$ cat src/rtl/ipi_pkg.sv
package ipi_pkg;

  localparam int ADDR_W = 6;
  localparam int DATA_W = 8;

  localparam int MIC_ADDR = 0;
  localparam int MCC_ADDR = 1;

  localparam int MIC_RST_BIT = 0;
  localparam int MIC_DLC_BIT = 6;
  localparam int MIC_MIE_BIT = 7;

  localparam int MCC_PAE_BIT = 2;
  localparam int MCC_PCE_BIT = 4;
  localparam int MCC_C2E_BIT = 5;
  localparam int MCC_C1E_BIT = 6;
  localparam int MCC_PBE_BIT = 7;

  typedef enum logic {
    PH_PTR  = 1'b0,
    PH_DATA = 1'b1
  } phase_e;

endpackage

$ cat src/rtl/ipi_ptr_fsm.sv
module ipi_ptr_fsm
  import ipi_pkg::*;
#(
  parameter int AW = ADDR_W
) (
  input  logic          clk,
  input  logic          rst_n,
  input  logic          acc_valid,
  input  logic          acc_write,
  input  logic [AW-1:0] ptr_wdata,
  input  logic          hold,
  output logic          data_phase,
  output logic [AW-1:0] ptr_q
);

  phase_e        phase_q;
  phase_e        phase_d;
  logic [AW-1:0] ptr_d;
  logic          ptr_en;

  always_comb begin
    phase_d = phase_q;
    ptr_d   = ptr_q;
    ptr_en  = 1'b0;
    if (hold) begin
      phase_d = PH_PTR;
    end else if (acc_valid) begin
      case (phase_q)
        PH_PTR: begin
          if (acc_write) begin
            phase_d = PH_DATA;
            ptr_d   = ptr_wdata;
            ptr_en  = 1'b1;
          end
        end
        PH_DATA: phase_d = PH_PTR;
        default: phase_d = PH_PTR;
      endcase
    end
  end

  always_ff @(posedge clk or negedge rst_n) begin
    if (!rst_n) begin
      phase_q <= PH_PTR;
      ptr_q   <= '0;
    end else begin
      phase_q <= phase_d;
      if (ptr_en) ptr_q <= ptr_d;
    end
  end

  assign data_phase = (phase_q == PH_DATA);

  AST_PTR_LOAD: assert property (@(posedge clk) disable iff (!rst_n)
    (acc_valid && acc_write && phase_q == PH_PTR && !hold)
      |=> (phase_q == PH_DATA && ptr_q == $past(ptr_wdata)));

  AST_DATA_ENDS: assert property (@(posedge clk) disable iff (!rst_n)
    (acc_valid && phase_q == PH_DATA) |=> (phase_q == PH_PTR));

  AST_IDLE_READ_STAYS: assert property (@(posedge clk) disable iff (!rst_n)
    (acc_valid && !acc_write && phase_q == PH_PTR) |=> (phase_q == PH_PTR));

  AST_HOLD_IN_PTR: assert property (@(posedge clk) disable iff (!rst_n)
    hold |-> (phase_q == PH_PTR));

endmodule

$ cat src/rtl/ipi_mstr_regs.sv
module ipi_mstr_regs
  import ipi_pkg::*;
#(
  parameter int DW = DATA_W
) (
  input  logic          clk,
  input  logic          rst_n,
  input  logic          acc_valid,
  input  logic          acc_write,
  input  logic [DW-1:0] acc_wdata,
  input  logic          wr_mic,
  input  logic          wr_mcc,
  output logic [DW-1:0] mic_q,
  output logic [DW-1:0] mcc_q,
  output logic          hold
);

  localparam logic [DW-1:0] MIC_RST_VAL = DW'(1) << MIC_RST_BIT;

  logic [DW-1:0] mic_d;
  logic [DW-1:0] mcc_d;
  logic          mic_en;
  logic          mcc_en;

  assign hold = mic_q[MIC_RST_BIT];

  always_comb begin
    mic_d  = mic_q;
    mcc_d  = mcc_q;
    mic_en = 1'b0;
    mcc_en = 1'b0;
    if (hold) begin
      if (acc_valid && acc_write && !acc_wdata[MIC_RST_BIT]) begin
        mic_d  = '0;
        mic_en = 1'b1;
      end
    end else if (wr_mic) begin
      mic_en = 1'b1;
      if (acc_wdata[MIC_RST_BIT]) begin
        mic_d  = MIC_RST_VAL;
        mcc_d  = '0;
        mcc_en = 1'b1;
      end else begin
        mic_d  = acc_wdata;
      end
    end else if (wr_mcc) begin
      mcc_d  = acc_wdata;
      mcc_en = 1'b1;
    end
  end

  always_ff @(posedge clk or negedge rst_n) begin
    if (!rst_n) begin
      mic_q <= MIC_RST_VAL;
      mcc_q <= '0;
    end else begin
      if (mic_en) mic_q <= mic_d;
      if (mcc_en) mcc_q <= mcc_d;
    end
  end

  AST_HELD_ZERO: assert property (@(posedge clk) disable iff (!rst_n)
    hold |-> (mcc_q == '0 && mic_q[DW-1:1] == '0));

  AST_RELEASE_BY_WRITE: assert property (@(posedge clk) disable iff (!rst_n)
    $fell(hold) |-> $past(acc_valid && acc_write && !acc_wdata[MIC_RST_BIT]));

  AST_SET_CLEARS: assert property (@(posedge clk) disable iff (!rst_n)
    (wr_mic && acc_wdata[MIC_RST_BIT]) |=> (hold && mcc_q == '0));

endmodule

$ cat src/rtl/ipi_decode.sv
module ipi_decode
  import ipi_pkg::*;
#(
  parameter int AW = ADDR_W,
  parameter int DW = DATA_W
) (
  input  logic          clk,
  input  logic          rst_n,
  input  logic          acc_valid,
  input  logic          acc_write,
  input  logic          data_phase,
  input  logic          hold,
  input  logic [AW-1:0] ptr_q,
  input  logic [DW-1:0] mic_q,
  input  logic [DW-1:0] mcc_q,
  input  logic [DW-1:0] rf_rdata,
  output logic          wr_mic,
  output logic          wr_mcc,
  output logic          rf_wr_en,
  output logic          rf_rd_en,
  output logic [DW-1:0] rd_q
);

  logic          data_acc;
  logic          is_mic;
  logic          is_mcc;
  logic          is_file;
  logic [DW-1:0] rd_d;
  logic          rd_en;

  assign data_acc = acc_valid && data_phase && !hold;
  assign is_mic   = (ptr_q == AW'(MIC_ADDR));
  assign is_mcc   = (ptr_q == AW'(MCC_ADDR));
  assign is_file  = !is_mic && !is_mcc;

  assign wr_mic   = data_acc && acc_write && is_mic;
  assign wr_mcc   = data_acc && acc_write && is_mcc;
  assign rf_wr_en = data_acc && acc_write && is_file;
  assign rf_rd_en = data_acc && !acc_write && is_file;

  always_comb begin
    rd_en = acc_valid && !acc_write;
    if (!data_acc) begin
      rd_d = {{(DW-1){1'b0}}, hold};
    end else if (is_mic) begin
      rd_d = mic_q;
    end else if (is_mcc) begin
      rd_d = mcc_q;
    end else begin
      rd_d = rf_rdata;
    end
  end

  always_ff @(posedge clk or negedge rst_n) begin
    if (!rst_n) begin
      rd_q <= '0;
    end else if (rd_en) begin
      rd_q <= rd_d;
    end
  end

  AST_RD_HELD_VAL: assert property (@(posedge clk) disable iff (!rst_n)
    (acc_valid && !acc_write && hold) |=> (rd_q == DW'(1)));

endmodule

$ cat src/rtl/ipi_top.sv
module ipi_top
  import ipi_pkg::*;
#(
  parameter int AW = ADDR_W,
  parameter int DW = DATA_W
) (
  input  logic          clk,
  input  logic          rst_n,
  input  logic          acc_valid,
  input  logic          acc_write,
  input  logic [DW-1:0] acc_wdata,
  output logic [DW-1:0] acc_rdata,
  output logic [AW-1:0] rf_addr,
  output logic          rf_wr_en,
  output logic          rf_rd_en,
  output logic [DW-1:0] rf_wdata,
  input  logic [DW-1:0] rf_rdata,
  output logic          dev_reset,
  output logic          irq_master_en,
  output logic          irq_lower_chain_dis,
  output logic          en_port_a,
  output logic          en_port_b,
  output logic          en_port_c_ch3,
  output logic          en_ch1,
  output logic          en_ch2
);

  logic          hold;
  logic          data_phase;
  logic [AW-1:0] ptr_q;
  logic [DW-1:0] mic_q;
  logic [DW-1:0] mcc_q;
  logic          wr_mic;
  logic          wr_mcc;

  ipi_ptr_fsm #(.AW(AW)) u_fsm (
    .clk        (clk),
    .rst_n      (rst_n),
    .acc_valid  (acc_valid),
    .acc_write  (acc_write),
    .ptr_wdata  (acc_wdata[AW-1:0]),
    .hold       (hold),
    .data_phase (data_phase),
    .ptr_q      (ptr_q)
  );

  ipi_mstr_regs #(.DW(DW)) u_regs (
    .clk       (clk),
    .rst_n     (rst_n),
    .acc_valid (acc_valid),
    .acc_write (acc_write),
    .acc_wdata (acc_wdata),
    .wr_mic    (wr_mic),
    .wr_mcc    (wr_mcc),
    .mic_q     (mic_q),
    .mcc_q     (mcc_q),
    .hold      (hold)
  );

  ipi_decode #(.AW(AW), .DW(DW)) u_dec (
    .clk        (clk),
    .rst_n      (rst_n),
    .acc_valid  (acc_valid),
    .acc_write  (acc_write),
    .data_phase (data_phase),
    .hold       (hold),
    .ptr_q      (ptr_q),
    .mic_q      (mic_q),
    .mcc_q      (mcc_q),
    .rf_rdata   (rf_rdata),
    .wr_mic     (wr_mic),
    .wr_mcc     (wr_mcc),
    .rf_wr_en   (rf_wr_en),
    .rf_rd_en   (rf_rd_en),
    .rd_q       (acc_rdata)
  );

  assign rf_addr             = ptr_q;
  assign rf_wdata            = acc_wdata;
  assign dev_reset           = hold;
  assign irq_master_en       = mic_q[MIC_MIE_BIT];
  assign irq_lower_chain_dis = mic_q[MIC_DLC_BIT];
  assign en_port_a           = mcc_q[MCC_PAE_BIT];
  assign en_port_b           = mcc_q[MCC_PBE_BIT];
  assign en_port_c_ch3       = mcc_q[MCC_PCE_BIT];
  assign en_ch1              = mcc_q[MCC_C1E_BIT];
  assign en_ch2              = mcc_q[MCC_C2E_BIT];

  AST_NO_FILE_STROBE_HELD: assert property (@(posedge clk) disable iff (!rst_n)
    dev_reset |-> (!rf_wr_en && !rf_rd_en));

  AST_ENABLES_HELD_LOW: assert property (@(posedge clk) disable iff (!rst_n)
    dev_reset |-> !(irq_master_en || en_port_a || en_port_b || en_ch1 || en_ch2));

endmodule

$ cat config.mk
export PLATFORM = sky130hd
export DESIGN_NAME = ipi_top
export DESIGN_NICKNAME = d
export VERILOG_FILES = /design/src/rtl/ipi_pkg.sv /design/src/rtl/ipi_ptr_fsm.sv /design/src/rtl/ipi_mstr_regs.sv /design/src/rtl/ipi_decode.sv /design/src/rtl/ipi_top.sv
export SDC_FILE = /design/constraint.sdc
export NUM_CORES = 1
export LEC_CHECK = 0
export BUFFER_PORTS_ARGS = -buffer_cell sky130_fd_sc_hd__buf_2
export CAP_MARGIN = 15
export CORE_MARGIN = 3
export CORE_UTILIZATION = 30
export DETAILED_ROUTE_END_ITERATION = 8
export PLACE_DENSITY_LB_ADDON = 0.1
export SYNTH_ARGS = -nofsm -noshare
export SYNTH_HDL_FRONTEND = slang
export SYNTH_SLANG_ARGS = --single-unit
$ cat constraint.sdc
create_clock -name clk -period 5.1 [get_ports clk]
set_input_delay 1.53 -clock clk [delete_from_list [all_inputs] [get_ports clk]]
set_output_delay 1.53 -clock clk [all_outputs]
set_load 0.1 [all_outputs]
==> metrics.log, run 1 <==
INFO  metric total_leakage_power = 0.991 nW
INFO  metric cts_htree_levels = 2
INFO  metric number_of_antenna_violations_at_the_first_check_in_global_routing = 0
INFO  metric report.final.setup_viol = 0
INFO  metric synthXorXnorAreaFrac = 0%
INFO  metric syn2layout_area_growth = 21.8%
INFO  metric post-route-min-period = 4.66 ns
INFO  metric route.detailed.vias_per_inst = 4.85
INFO  metric synth_flop_cell = sky130_fd_sc_hd__dfrtp_1
INFO  metric crit_path_top_delay_cell = sky130_fd_sc_hd__nor3b_2
INFO  metric detail_route.wl_per_cell = 15.7 µm
INFO  metric core = 4880 µm²
INFO  metric final_hold_viol_count = 0
INFO  metric unrepaired_setup_endpoints_after_global_routing = false
INFO  metric worst_slew_pin_slew = 0.705 ns
INFO  metric worstPathMaxFanout = 10
INFO  metric cp.required = 3.57 ns
INFO  metric post_route_clock_period_utilization = 91.5%
INFO  metric final_estimated_routing_congestion_in_global_placement = 0.696
INFO  metric final.fill_count = 504
INFO  metric post_route_cells_drive_above_1_share = 37.0%
INFO  metric synth_seq_cells = 31
INFO  metric worstPathCellList = buf_2, nand2b_1, nor3b_2, a21boi_2, buf_2
INFO  metric yosys-top-cells-area = sky130_fd_sc_hd__dfrtp_1 (48%), sky130_fd_sc_hd__mux2i_1 (5.8%), sky130_fd_sc_hd__a32o_1 (4.5%)
INFO  metric synth_top_family_by_area = compound AO/OA/AOI/OAI gates
INFO  metric buffer_ports.inserted = 51
INFO  metric clock-root-buffer = sky130_fd_sc_hd__clkbuf_8
INFO  metric vias = 1218
INFO  metric yosys.area_share.simple = 14.1%
INFO  metric drt_iter0_drc = 62
INFO  metric pwr_density_cell = 490 nW/µm²
INFO  metric netlist.area_leader.share = 48.0%
INFO  metric maxCapViolations = 0
INFO  metric worst_path_largest_cell_delay = 0.51 ns
INFO  metric post_cts_resize_count = 0
INFO  metric grt_start_max_net_pins = 32
INFO  metric min-delay-path-class = flop to flop
INFO  metric tritoncts_buffers = 5
INFO  metric synth_warnings = 0
INFO  metric fin_tns_setup = 0 ns
INFO  metric io-pin-count = 52
INFO  metric die_y = 78.2 µm
INFO  metric worst_setup_path_end_kind = output pin
INFO  metric floorplan.initialDensity = 32.1%
INFO  metric chipWidth = 78.2 µm
INFO  metric synth-edff-count = 0
INFO  metric grt_first_pass_wirelength = 6440 µm
INFO  metric skew = 0.00375 ns
INFO  metric synth_compound_area_share = 16.9%
INFO  metric row_count = 25
INFO  metric die_outline_area = 6120 µm²
INFO  metric cts_num_sinks = 31
INFO  metric worstSetupStartpointType = input port
INFO  metric ys_seq_area_share = 49.6%
INFO  metric synth.lib_cells_used.distinct = 32
INFO  metric synthAdderAreaFrac = 0%
INFO  metric critPathMostFrequentCell = sky130_fd_sc_hd__buf_2
INFO  metric diodes = 0
INFO  metric syn_avg_cell_area = 11.3 µm²
INFO  metric cts_post_setup_buffers_inserted = 0
INFO  metric timing.critical_path.arrival = 3.13 ns
INFO  metric ir_worst_vdd = 0.000262 V
INFO  metric grt_pass1_vias = 1209
INFO  metric cts_hold_buffers = 0
INFO  metric mappedNetlistArea = 1570 µm²
INFO  metric outcome = finished clean
INFO  metric finalHoldWorstSlack = 0.486 ns
INFO  metric synth_top_cell_by_area = sky130_fd_sc_hd__dfrtp_1
INFO  metric synth_async_sr_flop_share = 100%
INFO  metric worstSkewPairLatency = 0.28 ns
INFO  metric timing.max_slew.rel_slack = 53.0%
INFO  metric mappedNetlistNets = 159
INFO  metric grt_remaining_overflow = 0
INFO  metric gr-usage-all-layers = 13.4%
INFO  metric synth_mux_area_share = 10.8%
INFO  metric slew_violations = 0
INFO  metric clock.fmax = 214 MHz
INFO  metric synthesis.instances = 139
INFO  metric tritoncts = yes
INFO  metric drc = 0
INFO  metric first_pass_iters = 4
INFO  metric place.detailed.hpwl = 2840 µm
INFO  metric routed_wl = 3940 µm
INFO  metric crit_type = input port to output pin
INFO  metric nNetsFinal = 203
INFO  metric max-clock-path-buffers = 2
INFO  metric clk_pin_slew_worst_paths = 0.06 ns
INFO  metric drt.antenna.violating_nets = 0
-- Yosys cell counts (2+ instances only) --
library cell and number:
sky130_fd_sc_hd__nand4_1 2, sky130_fd_sc_hd__a22o_1 7, sky130_fd_sc_hd__inv_1 8, sky130_fd_sc_hd__a21boi_1 2
sky130_fd_sc_hd__buf_2 7, sky130_fd_sc_hd__dfrtp_1 30, sky130_fd_sc_hd__mux2i_1 9, sky130_fd_sc_hd__mux2_1 6
sky130_fd_sc_hd__a21o_1 7, sky130_fd_sc_hd__o22ai_1 7, sky130_fd_sc_hd__nor2_1 4, sky130_fd_sc_hd__buf_4 9
sky130_fd_sc_hd__a32o_1 7, sky130_fd_sc_hd__nor3_1 2, sky130_fd_sc_hd__nand3_1 7, sky130_fd_sc_hd__nand2_1 9
-- path summary, 6_finish.rpt --
kind	from	end	slack [ns]	depth (start not counted)
max	acc_write	rf_rd_en	0.44	5
min	u_dec.rd_q[3]	u_dec.rd_q[3]	0.49	1
max reg2reg	u_fsm.ptr_q[0]	u_regs.mic_q[6]	3.12	3
min reg2reg	u_dec.rd_q[3]	u_dec.rd_q[3]	0.49	1
max in group asynchronous	rst_n	u_fsm.ptr_q[1]	3.35	1
min in group asynchronous	rst_n	u_fsm.data_phase	1.30	1
-- critical path: cells and delay by family --
| family | cells | cell delay [ns] |
|---|---|---|
| AO/OA/AOI/OAI | 1 | 0.23 |
| AND/OR/NAND/NOR | 2 | 0.83 |
| buffers and inverters | 2 | 0.54 |
-- placed cells by master (no fill, tap or decap), types with 2 or more instances in the layout --
| master | count |
|---|---|
| sky130_fd_sc_hd__clkbuf_1 | 2 |
| sky130_fd_sc_hd__o22ai_1 | 7 |
| sky130_fd_sc_hd__buf_2 | 51 |
| sky130_fd_sc_hd__nand2_1 | 9 |
| sky130_fd_sc_hd__buf_4 | 2 |
| sky130_fd_sc_hd__nand3_1 | 7 |
| sky130_fd_sc_hd__a21o_1 | 7 |
| sky130_fd_sc_hd__a32o_1 | 7 |
| sky130_fd_sc_hd__clkbuf_8 | 5 |
| sky130_fd_sc_hd__dfrtp_1 | 30 |
| sky130_fd_sc_hd__inv_1 | 8 |
| sky130_fd_sc_hd__mux2_1 | 6 |
| sky130_fd_sc_hd__nand4_1 | 2 |
| sky130_fd_sc_hd__nor2_1 | 4 |
| sky130_fd_sc_hd__mux2i_1 | 9 |
| sky130_fd_sc_hd__a22o_1 | 7 |
-- layout make-up --
| type | count | area [µm²] | area share, % |
|---|---|---|---|
| inverters | 8 | 30.0 | 1.57 |
| repair buffers | 53 | 270 | 14.2 |
| clock inverters | 1 | 5.00 | 0.262 |
| well taps | 67 | 83.8 | 4.40 |
| flip-flops and latches | 31 | 777 | 40.7 |
| multi-input cells | 84 | 664 | 34.8 |
| clock buffers | 7 | 76.3 | 4.00 |
-- layer usage --
metal / GRT usage (%) / vias up / routed length [µm]
li1: - / 591 / -
met1: 18.5 / 583 / 1890
met2: 20.6 / 40 / 1810
met3: 3.78 / 4 / 216
met4: 3.67 / 0 / 22
met5: 0 / - / 0
-- flip-flops by register name, indices dropped and copies added, names as in the netlist --
register          cells
u_dec.rd_q            8
u_fsm.data_phase      1
u_fsm.ptr_q           6
u_regs.mcc_q          8
u_regs.mic_q          8
-- stage by stage --
stage	instance area (µm²)	total power [mW]	cells	utilization [%]	setup WS, ns
after floorplan	1570	0.682	139	-	0.309
after CTS	1910	0.945	251	39.1	0.386
after global placement	1830	0.754	243	37.4	0.514
after global routing	1910	0.979	251	39.1	0.265
after detailed placement	1830	0.760	243	37.4	0.386
final	1910	0.935	251	39.1	0.436
-- logic make-up after synthesis --
logic type | Yosys count
compound gates | 33
buf+inv | 24
flops | 31
simple gates | 35
mux | 16
-- report_power, final --
group / total [mW] / switching (mW) / internal (mW) / leakage (nW)
clock: 0.183 / 0.0877 / 0.0956 / 0.0422
combinational: 0.423 / 0.341 / 0.0826 / 0.544
sequential: 0.329 / 0.0429 / 0.286 / 0.404
Power figures use the tool's default switching activity.
==> run 2: changes to the inputs <==
- PLACE_DENSITY_LB_ADDON: 0.1 -> unset
==> run 2 against run 1 <==
  * Via count down 0.99%
  * Register-to-register slack better by 0.08 ns
  * Global-route usage is 0.15 points lower
  * Count of clock-buffer cells in the layout did not move
  * Clock power is essentially flat
  * Non-clock buffer count is 1 higher
  * Clock skew fell by 0.0013 ns
  * Sequential share of layout area shrank 0.16 points
  * Largest power group unchanged
==> metrics.log, run 2 (synthesized netlist as in run 1, its figures left out) <==
INFO  metric diodes = 0 (unchanged)
INFO  metric max-clock-path-buffers = 2 (unchanged)
INFO  metric worstSkewPairLatency = 0.28 ns (about the same)
INFO  metric drt_iter0_drc = 38 (was 62)
INFO  metric drc = 0 (unchanged)
INFO  metric crit_path_top_delay_cell = sky130_fd_sc_hd__buf_2 (was sky130_fd_sc_hd__nor3b_2)
INFO  metric die_outline_area = 6120 µm² (unchanged)
INFO  metric row_count = 25 (unchanged)
INFO  metric slew_violations = 0 (unchanged)
INFO  metric crit_type = input port to output pin (unchanged)
INFO  metric gr-usage-all-layers = 13.3% (was 13.4%)
INFO  metric tritoncts_buffers = 5 (unchanged)
INFO  metric final_hold_viol_count = 0 (unchanged)
INFO  metric final_estimated_routing_congestion_in_global_placement = 0.694 (was 0.696)
INFO  metric buffer_ports.inserted = 51 (unchanged)
INFO  metric grt_first_pass_wirelength = 6290 µm (was 6440 µm)
INFO  metric worst_path_largest_cell_delay = 0.43 ns (was 0.51 ns)
INFO  metric regToRegStartpoint = u_fsm.ptr_q[0] (unchanged)
INFO  metric post_route_clock_period_utilization = 87.9% (was 91.5%)
INFO  metric ir_worst_vdd = 0.000291 V (was 0.000262 V)
INFO  metric report.final.setup_viol = 0 (unchanged)
INFO  metric cp_top_family = buffers and inverters (was simple AND/OR/NAND/NOR gates)
INFO  metric worstPathCellList = buf_2, nand2b_1, nor3b_2, buf_4, a21boi_2, buf_2 (was buf_2, nand2b_1, nor3b_2, a21boi_2, buf_2)
INFO  metric grt_remaining_overflow = 0 (unchanged)
INFO  metric maxCapViolations = 0 (unchanged)
INFO  metric floorplan.initialDensity = 32.1% (unchanged)
INFO  metric cts_htree_levels = 2 (unchanged)
INFO  metric worstSetupStartpointType = input port (unchanged)
INFO  metric nNetsFinal = 204 (was 203)
INFO  metric mostFrequentLayoutCells = sky130_fd_sc_hd__buf_2 (51), sky130_fd_sc_hd__dfrtp_1 (30), sky130_fd_sc_hd__nand2_1 (9), sky130_fd_sc_hd__mux2i_1 (9), sky130_fd_sc_hd__inv_1 (8) (unchanged)
INFO  metric pre_cts_slack = 0.610 ns (was 0.386 ns)
INFO  metric r2r_slack = 3.20 ns (was 3.12 ns)
INFO  metric worst_setup_path_end_kind = output pin (unchanged)
INFO  metric power.sequential.fraction = 35.2% (was 35.1%)
INFO  metric cp.required = 3.57 ns (about the same)
INFO  metric total_leakage_power = 0.996 nW (was 0.991 nW)
INFO  metric first_pass_iters = 4 (unchanged)
INFO  metric tritoncts = yes (unchanged)
INFO  metric vias = 1206 (was 1218)
INFO  metric fin_tns_setup = 0 ns (unchanged)
INFO  metric grt_start_max_net_pins = 32 (unchanged)
INFO  metric core = 4880 µm² (unchanged)
INFO  metric reg2reg_depth = 3 (unchanged)
INFO  metric cts_post_setup_buffers_inserted = 0 (unchanged)
INFO  metric post_cts_resize_count = 0 (unchanged)
INFO  metric die_y = 78.2 µm (unchanged)
INFO  metric skew = 0.00248 ns (was 0.00375 ns)
INFO  metric share_clk_of_total_power = 19.6% (about the same)
INFO  metric min-delay-path-class = flop to flop (unchanged)
INFO  metric io-pin-count = 52 (unchanged)
INFO  metric logic_depth_of_the_worst_setup_path_including_buffers = 6 (was 5)
INFO  metric cts_num_sinks = 31 (unchanged)
INFO  metric outcome = finished clean (unchanged)
INFO  metric critPathCapture = rf_rd_en (unchanged)
INFO  metric pwr_density_cell = 489 nW/µm² (was 490 nW/µm²)
INFO  metric regToRegEndpoint = u_regs.mic_q[6] (unchanged)
INFO  metric post-route-min-period = 4.48 ns (was 4.66 ns)
INFO  metric clock.fmax = 223 MHz (was 214 MHz)
INFO  metric detail_route.wl_per_cell = 15.0 µm (was 15.7 µm)
INFO  metric final_critical_path_setup_slack = 0.618 ns (was 0.436 ns)
INFO  metric grt_pass1_vias = 1215 (was 1209)
INFO  metric clk_pin_slew_worst_paths = 0.06 ns (about the same)
INFO  metric layout_commonest_cell = sky130_fd_sc_hd__buf_2 (unchanged)
INFO  metric timing.critical_path.arrival = 2.95 ns (was 3.13 ns)
INFO  metric routed_wl = 3780 µm (was 3940 µm)
INFO  metric post_route_cells_drive_above_1_share = 37.3% (was 37.0%)
INFO  metric worst_slew_pin_slew = 0.684 ns (was 0.705 ns)
INFO  metric worstPathMaxFanout = 10 (unchanged)
INFO  metric timing.max_slew.rel_slack = 54.4% (was 53.0%)
INFO  metric clock-root-buffer = sky130_fd_sc_hd__clkbuf_8 (unchanged)
INFO  metric cts_hold_buffers = 0 (unchanged)
INFO  metric netSwitchingPower = 0.471 mW (about the same)
INFO  metric crit_path_buffers_inverters = 3 (was 2)
INFO  metric syn2layout_area_growth = 22.3% (was 21.8%)
INFO  metric chipWidth = 78.2 µm (unchanged)
INFO  metric drt.antenna.violating_nets = 0 (unchanged)
INFO  metric number_of_antenna_violations_at_the_first_check_in_global_routing = 0 (unchanged)
INFO  metric swShare = 50.4% (about the same)
INFO  metric place.detailed.hpwl = 2690 µm (was 2840 µm)
INFO  metric unrepaired_setup_endpoints_after_global_routing = false (unchanged)
INFO  metric p_comb_share = 45.1% (was 45.3%)
INFO  metric setup.worst_path.start = acc_write (unchanged)
INFO  metric p_int = 0.464 mW (about the same)
INFO  metric final.fill_count = 525 (was 504)
INFO  metric critPathMostFrequentCell = sky130_fd_sc_hd__buf_2 (unchanged)
INFO  metric biggestRegsByFlops = u_dec.rd_q x8, u_regs.mcc_q x8, u_regs.mic_q x8 (unchanged)
INFO  metric route.detailed.vias_per_inst = 4.79 (was 4.85)
run 2: changes by cell type in the layout (fill, tap and decap cells not counted), sizes merged:
cell	before	now
buf	53	54
run 2: cell type report:
class / instances / area, µm² / share of cell area (%)
Clock buffer: 7 / 76.3 / 3.99
Tap cell: 67 / 83.8 / 4.38
Timing Repair Buffer: 54 / 278 / 14.5
Clock inverter: 1 / 5.00 / 0.261
Sequential cell: 31 / 777 / 40.6
Multi-Input combinational cell: 84 / 664 / 34.7
Inverter: 8 / 30.0 / 1.57
run 2: how the worst min path moves through the flow:
stage / from / end / slack [ns] / cells after the start
3_5_place_dp: u_dec.rd_q[1] / u_dec.rd_q[1] / 0.48 / 1
4_1_cts: u_dec.rd_q[1] / u_dec.rd_q[1] / 0.50 / 1
2_1_floorplan: u_regs.mcc_q[1] / u_regs.mcc_q[1] / 0.47 / 1
6_report: u_dec.rd_q[1] / u_dec.rd_q[1] / 0.50 / 1
5_1_grt: u_dec.rd_q[6] / u_dec.rd_q[6] / 0.52 / 1
3_3_place_gp: u_dec.rd_q[2] / u_dec.rd_q[2] / 0.48 / 1
run 2: per-layer routing:
layer	vias up	part of all wire [%]	global-route usage (%)	wire length [µm]
li1	596	-	-	-
met1	564	45	18.1	1710
met2	40	47	20.2	1780
met3	6	6.1	3.78	229
met4	0	1.6	4.72	62
met5	-	0	0	0
run 2: worst reg2reg max path: stages, from the launching register on:
cell,delay (ns)
sky130_fd_sc_hd__dfrtp_1,0.59
sky130_fd_sc_hd__or4b_4,0.65
sky130_fd_sc_hd__nor4_4,0.38
sky130_fd_sc_hd__o22ai_1,0.16
run 2: through the flow:
stage          util, %  hold WS, ns  total power [mW]  std cells  instance area [µm²]
2_1_floorplan        -        0.473             0.682        139                 1570
3_3_place_gp      37.6        0.484             0.755        244                 1830
3_5_place_dp      37.6        0.484             0.758        244                 1830
4_1_cts           39.2        0.498             0.945        252                 1910
5_1_grt           39.2        0.518             0.978        252                 1910
6_report          39.2        0.495             0.936        252                 1910
run 2: power groups by stage:
stage	Sequential, mW	Clock, mW	Combinational (mW)
floorplan	0.540	0	0.142
global placement	0.333	0	0.423
detailed placement	0.334	0	0.424
CTS	0.330	0.190	0.425
global route	0.337	0.199	0.443
finish	0.330	0.184	0.422
==> run 3: changes to the inputs <==
- CORE_ASPECT_RATIO: unset -> 0.7
==> run 3 against run 2 <==
  * Critical path depth did not move
  * Global-route usage is 0.24 points higher
  * Via count grew 2.7%
  * Non-clock buffer count did not move
  * Sequential share of layout area down 0.45 points
==> metrics.log, run 3 (synthesized netlist as in run 1, its figures left out) <==
INFO  metric ir_worst_vdd = 0.000312 V (was 0.000291 V)
INFO  metric io-pin-count = 52 (unchanged)
INFO  metric place.detailed.hpwl = 2810 µm (was 2690 µm)
INFO  metric final_estimated_routing_congestion_in_global_placement = 0.731 (was 0.694)
INFO  metric cp.required = 3.57 ns (about the same)
INFO  metric core = 4910 µm² (was 4880 µm²)
INFO  metric place_inst = 246 (was 244)
INFO  metric tritoncts_buffers = 5 (unchanged)
INFO  metric first_pass_iters = 4 (unchanged)
INFO  metric drt_iter0_drc = 66 (was 38)
INFO  metric outcome = finished clean (unchanged)
INFO  metric floorplan.initialDensity = 31.9% (was 32.1%)
INFO  metric detail_route.wl_per_cell = 15.4 µm (was 15.0 µm)
INFO  metric syn2layout_area_growth = 23.7% (was 22.3%)
INFO  metric skew = 0.00371 ns (was 0.00248 ns)
INFO  metric die_outline_area = 6130 µm² (was 6120 µm²)
INFO  metric finalNonFillerCells = 254 (was 252)
INFO  metric post_route_clock_period_utilization = 87.5% (was 87.9%)
INFO  metric final_hold_viol_count = 0 (unchanged)
INFO  metric routed_wl = 3900 µm (was 3780 µm)
INFO  metric cp_top_family = buffers and inverters (unchanged)
INFO  metric cts_hold_buffers = 0 (unchanged)
INFO  metric vias = 1238 (was 1206)
INFO  metric worstSetupStartpointType = input port (unchanged)
INFO  metric buffer_ports.inserted = 51 (unchanged)
INFO  metric die_y = 66.4 µm (was 78.2 µm)
INFO  metric mostFrequentLayoutCells = sky130_fd_sc_hd__buf_2 (51), sky130_fd_sc_hd__dfrtp_1 (30), sky130_fd_sc_hd__nand2_1 (9), sky130_fd_sc_hd__mux2i_1 (9), sky130_fd_sc_hd__inv_1 (8) (unchanged)
INFO  metric grt_first_pass_wirelength = 6230 µm (was 6290 µm)
INFO  metric maxCapViolations = 0 (unchanged)
INFO  metric chipWidth = 92.3 µm (was 78.2 µm)
INFO  metric route.detailed.vias_per_inst = 4.87 (was 4.79)
INFO  metric number_of_antenna_violations_at_the_first_check_in_global_routing = 0 (unchanged)
INFO  metric post_route_cells_drive_above_1_share = 37.8% (was 37.3%)
INFO  metric cts_htree_levels = 2 (unchanged)
INFO  metric final.fill_count = 495 (was 525)
INFO  metric worstPathMaxFanout = 10 (unchanged)
INFO  metric nNetsFinal = 204 (unchanged)
INFO  metric clock.fmax = 224 MHz (was 223 MHz)
INFO  metric final_core_utilization = 39.4% (was 39.2%)
INFO  metric power_after_layout = 0.966 mW (was 0.936 mW)
INFO  metric report.final.setup_viol = 0 (unchanged)
INFO  metric unrepaired_setup_endpoints_after_global_routing = false (unchanged)
INFO  metric cts_num_sinks = 31 (unchanged)
INFO  metric max-clock-path-buffers = 2 (unchanged)
INFO  metric total_leakage_power = 1.01 nW (was 0.996 nW)
INFO  metric critPathMostFrequentCell = sky130_fd_sc_hd__buf_2 (unchanged)
INFO  metric worst_path_largest_cell_delay = 0.43 ns (about the same)
INFO  metric pwr_density_cell = 499 nW/µm² (was 489 nW/µm²)
INFO  metric clk_pin_slew_worst_paths = 0.06 ns (about the same)
INFO  metric timing.critical_path.arrival = 2.93 ns (was 2.95 ns)
INFO  metric drt.antenna.violating_nets = 0 (unchanged)
INFO  metric crit_type = input port to output pin (unchanged)
INFO  metric crit_path_top_delay_cell = sky130_fd_sc_hd__buf_2 (unchanged)
INFO  metric post-route-min-period = 4.46 ns (was 4.48 ns)
INFO  metric fin_tns_setup = 0 ns (unchanged)
INFO  metric worstPathCellList = buf_2, nand2b_1, nor3b_2, buf_4, a21boi_2, buf_2 (unchanged)
INFO  metric post_cts_resize_count = 0 (unchanged)
INFO  metric slew_violations = 0 (unchanged)
INFO  metric worst_setup_path_end_kind = output pin (unchanged)
INFO  metric cts_post_setup_buffers_inserted = 0 (unchanged)
INFO  metric row_count = 21 (was 25)
INFO  metric worstSkewPairLatency = 0.28 ns (about the same)
INFO  metric timing.max_slew.rel_slack = 53.9% (was 54.4%)
INFO  metric worst_slew_pin_slew = 0.692 ns (was 0.684 ns)
INFO  metric min-delay-path-class = flop to flop (unchanged)
INFO  metric biggestRegsByFlops = u_dec.rd_q x8, u_regs.mcc_q x8, u_regs.mic_q x8 (unchanged)
INFO  metric grt_start_max_net_pins = 32 (unchanged)
INFO  metric layout_commonest_cell = sky130_fd_sc_hd__buf_2 (unchanged)
INFO  metric crit_path_buffers_inverters = 3 (unchanged)
INFO  metric finalHoldWorstSlack = 0.492 ns (was 0.495 ns)
INFO  metric clock-root-buffer = sky130_fd_sc_hd__clkbuf_8 (unchanged)
INFO  metric drc = 0 (unchanged)
INFO  metric tritoncts = yes (unchanged)
INFO  metric gr-usage-all-layers = 13.5% (was 13.3%)
INFO  metric grt_pass1_vias = 1158 (was 1215)
INFO  metric grt_remaining_overflow = 0 (unchanged)
INFO  metric diodes = 0 (unchanged)
==> run 3: report_power, final <==
part           internal (mW)  switching (mW)
Combinational         0.0831           0.342
Sequential             0.286          0.0438
Clock                  0.123          0.0891
Total                  0.492           0.474
==> run 3: final cells by class <==
class                   count  area (µm²)  area share [%]
well taps                  69        86.3            4.46
flip-flops and latches     31         777            40.1
repair buffers             54         278            14.4
inverters                   8        30.0            1.55
multi-input cells          84         664            34.3
clock buffers               8         100            5.17
==> run 3: final timing paths <==
kind / startpoint / endpoint / slack (ns) / cells after the start
max: acc_write / rf_rd_en / 0.64 / 6
max reg2reg: u_fsm.ptr_q[0] / u_regs.mic_q[6] / 3.18 / 3
max in group asynchronous: rst_n / u_fsm.ptr_q[5] / 3.36 / 1
min: u_dec.rd_q[7] / u_dec.rd_q[7] / 0.49 / 1
min in group asynchronous: rst_n / u_dec.rd_q[0] / 1.29 / 1
min reg2reg: u_dec.rd_q[7] / u_dec.rd_q[7] / 0.49 / 1
==> run 3: worst register-to-register path, cell delays in order, from the launching register on <==
cell and delay [ns]:
sky130_fd_sc_hd__dfrtp_1 0.60, sky130_fd_sc_hd__or4b_4 0.65, sky130_fd_sc_hd__nor4_4 0.38, sky130_fd_sc_hd__o22ai_1 0.16
==> run 3: through the flow <==
step	instance area, µm²	setup slack [ns]
after global routing	1940	0.536
after floorplan	1570	0.309
final	1940	0.635
after CTS	1940	0.631
after detailed placement	1840	0.632
after global placement	1840	0.652
==> run 3: layer usage <==
layer,GRT usage [%],part of all wire (%),vias to the layer above
li1,-,-,600
met1,20.0,51,580
met3,4.32,8.2,3
met4,5.00,0.69,0
met5,0,0,-
met2,18.1,40,55
